[src/rtl/spec_vbuf.sv]
module spec_vbuf #(
  parameter int NTHR = 4,
  parameter int AW   = 4,
  parameter int DW   = 8,
  parameter int NENT = 8,
  localparam int TW  = (NTHR > 1) ? $clog2(NTHR) : 1
) (
  input  logic            clk,
  input  logic            rst_n,
  input  logic            req_vld,
  input  logic            req_we,
  input  logic [TW-1:0]   req_tid,
  input  logic [AW-1:0]   req_addr,
  input  logic [DW-1:0]   req_wdata,
  output logic [DW-1:0]   rdata,
  output logic            stall_o,
  input  logic            ret_i,
  output logic [NTHR-1:0] abort_o,
  output logic [TW-1:0]   oldest_o
);
  localparam int DEPTH = 1 << AW;
  localparam int EW    = (NENT > 1) ? $clog2(NENT) : 1;

  logic [DW-1:0]    mem  [DEPTH];
  logic [NENT-1:0]  ev;
  logic [TW-1:0]    eown [NENT];
  logic [AW-1:0]    eadr [NENT];
  logic [DW-1:0]    edat [NENT];
  logic [DEPTH-1:0] rmark [NTHR];
  logic [TW-1:0]    head;
  logic [NTHR-1:0]  abort_q, kill;

  logic          hit_own, have_free, go, wr, full_fail, is_oldest;
  logic [EW-1:0] own_idx, free_idx;
  int            req_age, best_age, viol, kill_age;

  function automatic int age_of(input logic [TW-1:0] t, input logic [TW-1:0] h);
    return (int'(t) >= int'(h)) ? int'(t) - int'(h) : int'(t) + NTHR - int'(h);
  endfunction

  assign abort_o   = abort_q;
  assign oldest_o  = head;
  assign is_oldest = (req_tid == head);
  assign go        = req_vld && !ret_i;
  assign wr        = go && req_we;
  assign full_fail = wr && !hit_own && !have_free;
  assign stall_o   = req_vld && (ret_i || (full_fail && is_oldest));

  always_comb begin
    req_age  = age_of(req_tid, head);
    best_age = -1;
    rdata    = mem[req_addr];
    hit_own  = 1'b0;
    own_idx  = '0;
    for (int e = 0; e < NENT; e++) begin
      if (ev[e] && eadr[e] == req_addr) begin
        if (age_of(eown[e], head) <= req_age && age_of(eown[e], head) > best_age) begin
          best_age = age_of(eown[e], head);
          rdata    = edat[e];
        end
        if (eown[e] == req_tid) begin
          hit_own = 1'b1;
          own_idx = EW'(e);
        end
      end
    end
    have_free = 1'b0;
    free_idx  = '0;
    for (int e = NENT - 1; e >= 0; e--) begin
      if (!ev[e]) begin
        have_free = 1'b1;
        free_idx  = EW'(e);
      end
    end
    viol = NTHR;
    for (int t = 0; t < NTHR; t++) begin
      if (rmark[t][req_addr] && age_of(TW'(t), head) > req_age && age_of(TW'(t), head) < viol)
        viol = age_of(TW'(t), head);
    end
    kill_age = NTHR;
    if (full_fail && !is_oldest)   kill_age = req_age;
    else if (wr && !full_fail)     kill_age = viol;
    for (int t = 0; t < NTHR; t++)
      kill[t] = age_of(TW'(t), head) >= kill_age;
  end

  always_ff @(posedge clk or negedge rst_n) begin
    if (!rst_n) begin
      head    <= '0;
      abort_q <= '0;
      ev      <= '0;
      for (int a = 0; a < DEPTH; a++) mem[a] <= '0;
      for (int t = 0; t < NTHR; t++) rmark[t] <= '0;
      for (int e = 0; e < NENT; e++) begin
        eown[e] <= '0;
        eadr[e] <= '0;
        edat[e] <= '0;
      end
    end else begin
      abort_q <= kill;
      if (ret_i) begin
        for (int e = 0; e < NENT; e++) begin
          if (ev[e] && eown[e] == head) begin
            mem[eadr[e]] <= edat[e];
            ev[e]        <= 1'b0;
          end
        end
        rmark[head] <= '0;
        head        <= (int'(head) == NTHR - 1) ? '0 : head + 1'b1;
      end else begin
        for (int e = 0; e < NENT; e++)
          if (ev[e] && kill[eown[e]]) ev[e] <= 1'b0;
        for (int t = 0; t < NTHR; t++)
          if (kill[t]) rmark[t] <= '0;
        if (go && !req_we && !hit_own)
          rmark[req_tid][req_addr] <= 1'b1;
        if (wr && !kill[req_tid]) begin
          if (hit_own) begin
            edat[own_idx] <= req_wdata;
          end else if (have_free) begin
            ev[free_idx]   <= 1'b1;
            eown[free_idx] <= req_tid;
            eadr[free_idx] <= req_addr;
            edat[free_idx] <= req_wdata;
          end
        end
      end
    end
  end
endmodule

[config.mk]
export PLATFORM = sky130hd
export DESIGN_NAME = spec_vbuf
export DESIGN_NICKNAME = d
export VERILOG_FILES = /design/src/rtl/spec_vbuf.sv
export SDC_FILE = /design/constraint.sdc
export NUM_CORES = 2
export LEC_CHECK = 0
export BUFFER_PORTS_ARGS = -buffer_cell sky130_fd_sc_hd__clkbuf_2
export CORE_UTILIZATION = 45
export DETAILED_ROUTE_END_ITERATION = 7
export PLACE_DENSITY_LB_ADDON = 0.15
export SYNTH_ARGS = -nofsm -noshare
export SYNTH_HDL_FRONTEND = slang
export SYNTH_SLANG_ARGS = --single-unit
[constraint.sdc]
create_clock -name clk -period 31.1 [get_ports clk]
set_clock_uncertainty 0.2 [all_clocks]
set_input_delay 9.33 -clock clk [delete_from_list [all_inputs] [get_ports clk]]
set_output_delay 9.33 -clock clk [all_outputs]
set_load 0.01 [all_outputs]
Word-level counts from Yosys, hierarchy flattened
Cells that the tools add are included.
{"block": "word_totals", "out_inout_bits": 15, "ff_bits": 318, "in_bits": 19, "elab_cells": 519}
{"block": "op_classes", "n_mux": 223, "n_addsub": 35, "bitwise_logic": 19, "eq_ne": 34, "n_reduce_logical": 76, "n_lt_le_gt_ge": 78}
{"operator": "128-bit 2-to-1 mux", "count": 15}
{"operator": "128-bit bitwise mux", "count": 8}
{"operator": "32-bit 2-to-1 mux", "count": 32}
{"operator": "32-bit greater-than comparator", "count": 10}
{"operator": "8-bit demux with 4-bit select", "count": 8}
{"operator": "32-bit <= comparator", "count": 8}
{"operator": "64-bit 2-to-1 mux", "count": 4}
{"operator": "8-bit 2-to-1 mux", "count": 32}
{"operator": "16-bit 2-to-1 mux", "count": 10}
{"operator": "64-bit bitwise mux", "count": 2}
{"operator": "32-bit greater-or-equal comparator", "count": 3}
{"operator": "1-bit logical AND", "count": 65}
{"operator": "1-bit 2-to-1 mux", "count": 65}
{"operator": "64-bit bitwise AND", "count": 1}
{"operator": "16-bit demux with 2-bit select", "count": 2}
{"operator": "32-bit < comparator", "count": 2}
{"operator": "64-bit NOT", "count": 1}
{"operator": "64-bit OR", "count": 1}
{"operator": "3-bit 2-to-1 mux", "count": 20}
{"operator": "8-bit demux with 3-bit select", "count": 2}
{"operator": "5-bit greater-or-equal comparator, second input constant", "count": 9}
{"operator": "4-bit NOT with 5-bit output", "count": 9}
{"operator": "4-bit by 2-bit subtractor with 5-bit output", "count": 9}
{"operator": "5-bit by 1-bit < comparator with 1-bit output, second input constant", "count": 8}
{"operator": "47 further kinds", "count": 139}

Depth between registers and ports, before layout
{"block": "logic_depth", "word_depth": 35, "ltp_mapped": 77, "ltp_nobuf": 69}

Worst setup path before layout
No wires, ideal clock.
{"block": "synth_timing", "kind": "in2out", "startpoint": "input req_tid[0]", "endpoint": "output rdata[5]", "arrival_time_ns": 22.977, "n_path_buf": 7, "t_required_ns": 21.570, "setup_slack_ns": -1.407, "stages": 69, "cell_sequence": "clkbuf_1 -> clkbuf_1 -> inv_1 -> clkbuf_1 -> ha_1 -> inv_1 -> fa_1 -> inv_1 -> ha_1 -> nor2b_1 -> o21ai_0 -> a311oi_1 -> nor2_1 -> nand2_1 -> ha_1 -> nand4_1 -> o21ai_0 -> a21oi_1 -> (+33 left out) -> ha_1 -> nor2b_1 -> o21ai_0 -> a32oi_1 -> a21oi_1 -> nor3_1 -> clkbuf_1 -> mux2_2 -> ha_1 -> nor2b_1 -> o21ai_0 -> a32oi_1 -> a21oi_1 -> nor3_1 -> clkbuf_1 -> a21oi_1 -> a21o_1 -> o21ai_0"}
{"block": "synth_between", "elab_chain_cells": 35, "elab_cells_between_ends": 58, "cone_classes": "add/sub: 3; order compare: 16; mux: 31; reduce/logical: 8"}
{"item": "start: declaration", "line_no": "12", "text": "input logic [TW-1:0] req_tid,"}
{"item": "2-bit by 3-bit adder with 4-bit output", "line_no": "38", "text": "return (int'(t) >= int'(h)) ? int'(t) - int'(h) : int'(t) + NTHR - int'(h);"}
{"item": "4-bit by 2-bit subtractor with 5-bit output", "line_no": "38"}
{"item": "32-bit 2-to-1 mux (*)", "line_no": "38"}
{"item": "32-bit <= comparator", "line_no": "57", "text": "if (age_of(eown[e], head) <= req_age && age_of(eown[e], head) > best_age) begin"}
{"item": "1-bit logical AND", "line_no": "57"}
{"item": "32-bit 2-to-1 mux", "line_no": "57"}
{"item": "32-bit 2-to-1 mux", "line_no": "56", "text": "if (ev[e] && eadr[e] == req_addr) begin"}
{"item": "32-bit greater-than comparator", "line_no": "57"}
{"item": "(+19 left out)"}
{"item": "32-bit greater-than comparator", "line_no": "57"}
{"item": "1-bit logical AND", "line_no": "57"}
{"item": "32-bit 2-to-1 mux", "line_no": "57"}
{"item": "32-bit 2-to-1 mux", "line_no": "56"}
{"item": "32-bit greater-than comparator", "line_no": "57"}
{"item": "1-bit logical AND", "line_no": "57"}
{"item": "8-bit 2-to-1 mux", "line_no": "57"}
{"item": "8-bit 2-to-1 mux (*)", "line_no": "56"}
{"item": "end: declaration", "line_no": "15", "text": "output logic [DW-1:0] rdata,"}
Every way passes the cells marked *; elsewhere a longest branch is shown, timed or not.

Final worst setup path
{"block": "layout_timing", "startpoint": "input req_tid[0]", "endpoint": "output rdata[4]"}
The elaborated chain is that of the path after synthesis.

==> impl_metrics.csv <==
group,metric,value,unit
clocking,cts.sinks,318,
global_route,overflow,0,
timing,finalSetupViolCount,0,
placement,place_inst,4396,
timing,drv_slew,0,
yosys,yosysWarnings,0,
clocking,cts_tree,"built",
finish,instances_no_fill,4496,
route,final_antenna_net_count,0,
placement,place.port_buffers,33,
yosys,synth-compound-area-share,0.211,
clocking,h-tree-depth,2,
yosys,synth_xor_area_frac,0.0151,
route,vias,30000,
floorplan,fp-row-count,94,
worst_hold_path,hold_path.class,"flip-flop to flip-flop",
clocking,clk_root_buffer_cell,"clkbuf_16",
yosys,yosys.area_share.adder,0.0497,
yosys,async_flop_share,1.00,
global_route,grt_antenna_before_repair,8,
critical_path,criticalPathCategory,"primary input to output pin",
run,maxCapViolCount,0,
run_status,violations,"DRC",
finish,nNetsFinal,3729,
critical_path,worstPathArrival,21180,ps
critical_path,slowest_delay,600,ps
global_route,track_usage,0.384,
critical_path,cp-end-kind,"output pin",
floorplan,die_y,261,µm
yosys,yosysMostFrequentCell,"nor2_1",
timing,hold_violations,0,
timing,period_share,0.987,
floorplan,dieArea,68100,µm²
route,routed_via_density,6.68,
floorplan,die_w,261,µm
yosys,synth_top_family_by_area,"multiplexers",
clocking,clk_latency,610,ps
clocking,path_clk_slew,60,ps
yosys,synth_common_cells,"563 x nor2_1, 452 x a21oi_1, 341 x mux2i_1",
route,wl,133,mm
placement,placed_area,31200,µm²
yosys,synthTopCellsByArea,"dfrtp_1 26%, mux2i_1 11%, mux2_2 9.1%",
placement,globalplace.congestion,1.10,
yosys,yosys.area_share.simple,0.159,
timing,finalSetupTns,0,ps
critical_path,cp_data_required_time,21570,ps
timing,fmax,32.6,MHz
yosys,synth_cells,3704,
yosys,syn-cell-area,30200,µm²
critical_path,critical_path.max_fanout,5,
yosys,synth_edf_count,0,
yosys,synth_top_area_share,0.264,
floorplan,fp.coreArea,66000,µm²
route,routedWlPerCell,29.6,µm
floorplan,start_util,0.457,
yosys,netlist-cell-type-count,79,
yosys,synth_nets,3835,
critical_path,worst-path-buf-inv,9,
power,powerDensity,68.5,nW/µm²
clocking,cts_made_buffers,41,
yosys,synth_top_area_cell,"dfrtp_1",
finish,finish.utilization,0.501,
yosys,syn_avg_cell_area,8.14,µm²
finish,drive_above_1_share,0.173,
finish,final_cell_area,33000,µm²
critical_path,worstSetupStartpointType,"primary input",
global_route,grt_start_max_net_pins,101,
yosys,synth_mux_area_frac,0.250,
clocking,max-clock-path-buffers,3,
timing,relSlewSlack,0.0401,
placement,hpwl,84.6,mm
route,drt-initial-drc-count,4551,
route,first_pass_iters,8,
yosys,ys_seq_area_frac,0.264,
yosys,ys_ff_latch,318,
power,p_total,2.26,mW
finish,syn_to_final_growth,9.52,%
yosys,synth_ff_type,"dfrtp_1",
route,remaining_drc_errors,12,
power,p_leak,15.8,nW
critical_path,crit_family,"simple AND/OR/NAND/NOR gates",
critical_path,cpMaxStageDelayCell,"fa_2",
global_route,first_global_vias,26500,
floorplan,io_pins,34,
global_route,grt_pass1_wl,190,mm
power,ir_drop,0.0000392,V
critical_path,critPathMostFrequentCell,"ha_1",
timing,period_needed,30710,ps
timing,tightest_slew,1440,ps
run_status,status,"finished, violations left",
-- final timing paths --
path                                    startpoint                  end  slack (ps)  cells after the start
min in group asynchronous                    rst_n  rmark[13]$_DFF_PN0_        8580                      1
max reg2reg                oldest_o[1]$_DFFE_PN0P_  edat[8]$_DFFE_PN0P_       21710                     39
min                            rmark[19]$_DFF_PN0_  rmark[19]$_DFF_PN0_         300                      2
max in group asynchronous                    rst_n  mem[94]$_DFFE_PN0P_       19930                      3
min reg2reg                    rmark[19]$_DFF_PN0_  rmark[19]$_DFF_PN0_         300                      2
max                                     req_tid[0]             rdata[4]         390                     68
-- registers in the layout, indices dropped and copies added (netlist names) --
signal    flops
eown         16
mem         128
abort_o       4
rmark        64
eadr         32
edat         64
oldest_o      2
ev            8
-- tightest hold or removal path, cell delays in order, from the launching register on --
cell,delay (ps)
dfrtp_1,360
nand2_1,50
o21ai_0,60
-- cell families after synthesis --
family	after synthesis
and+or+nand+nor	1121
AOI/OAI and AO/OA	1049
muxes	646
buffers and inverters	403
DFF	318
adders and majority gates	115
xor gates and xnor gates	52
-- timing repair --
action | in CTS | in global routing
gates resized for setup | 2 | 59
setup buffers | 2 | 20
gates cloned | 0 | 1
setup endpoints to repair | 8 | 8
pin swaps | 2 | 30
hold buffers | 0 | 0
-- layout by cell type (no fill, tap or decap), drive strengths merged, types with 13 or more instances in the layout --
cell type,n
nor2,563
buf,152
dfrtp,318
o211ai,36
ha,103
mux4,61
o21ai,176
a32oi,15
a22oi,52
mux2i,341
inv,66
and2,13
xor2,33
nor2b,38
o22ai,40
a31oi,15
xnor2,19
clkbuf,95
nand2b,23
nand2,301
mux2,244
nor3,41
a211oi,205
a21oi,452
nand3,61
-- area by class of cell --
| class | instances | area [µm²] |
|---|---|---|
| antenna | 2 | 5.00 |
| clock buffer | 66 | 1260 |
| clock inverter | 9 | 174 |
| fill | 6288 | 33000 |
| inverter | 73 | 277 |
| multi-input combinational | 2983 | 21000 |
| sequential | 318 | 7960 |
| tap | 864 | 1080 |
| timing repair buffer | 181 | 1310 |
-- report_power, final --
part           internal, mW  switching (mW)
clock network         0.311           0.207
logic                 0.466           0.671
registers             0.484           0.124
total                  1.26            1.00
-- routing by layer --
metal  vias up  track usage  share of wire
met5         -      0.00285        0.00089
met4        16        0.204          0.067
met3       515        0.149           0.15
met2      2057        0.527           0.39
met1     14200        0.513           0.39
li1      13200            -              -
-- metrics by stage --
step                      hold slack (ps)  setup WS (ps)
after CTS                             304           4.57
after detailed placement              292           -266
after global placement                279           -149
after floorplan                       266           63.7
final                                 301            392
after global routing                  330           -226
(Power assumes the default switching activity.)
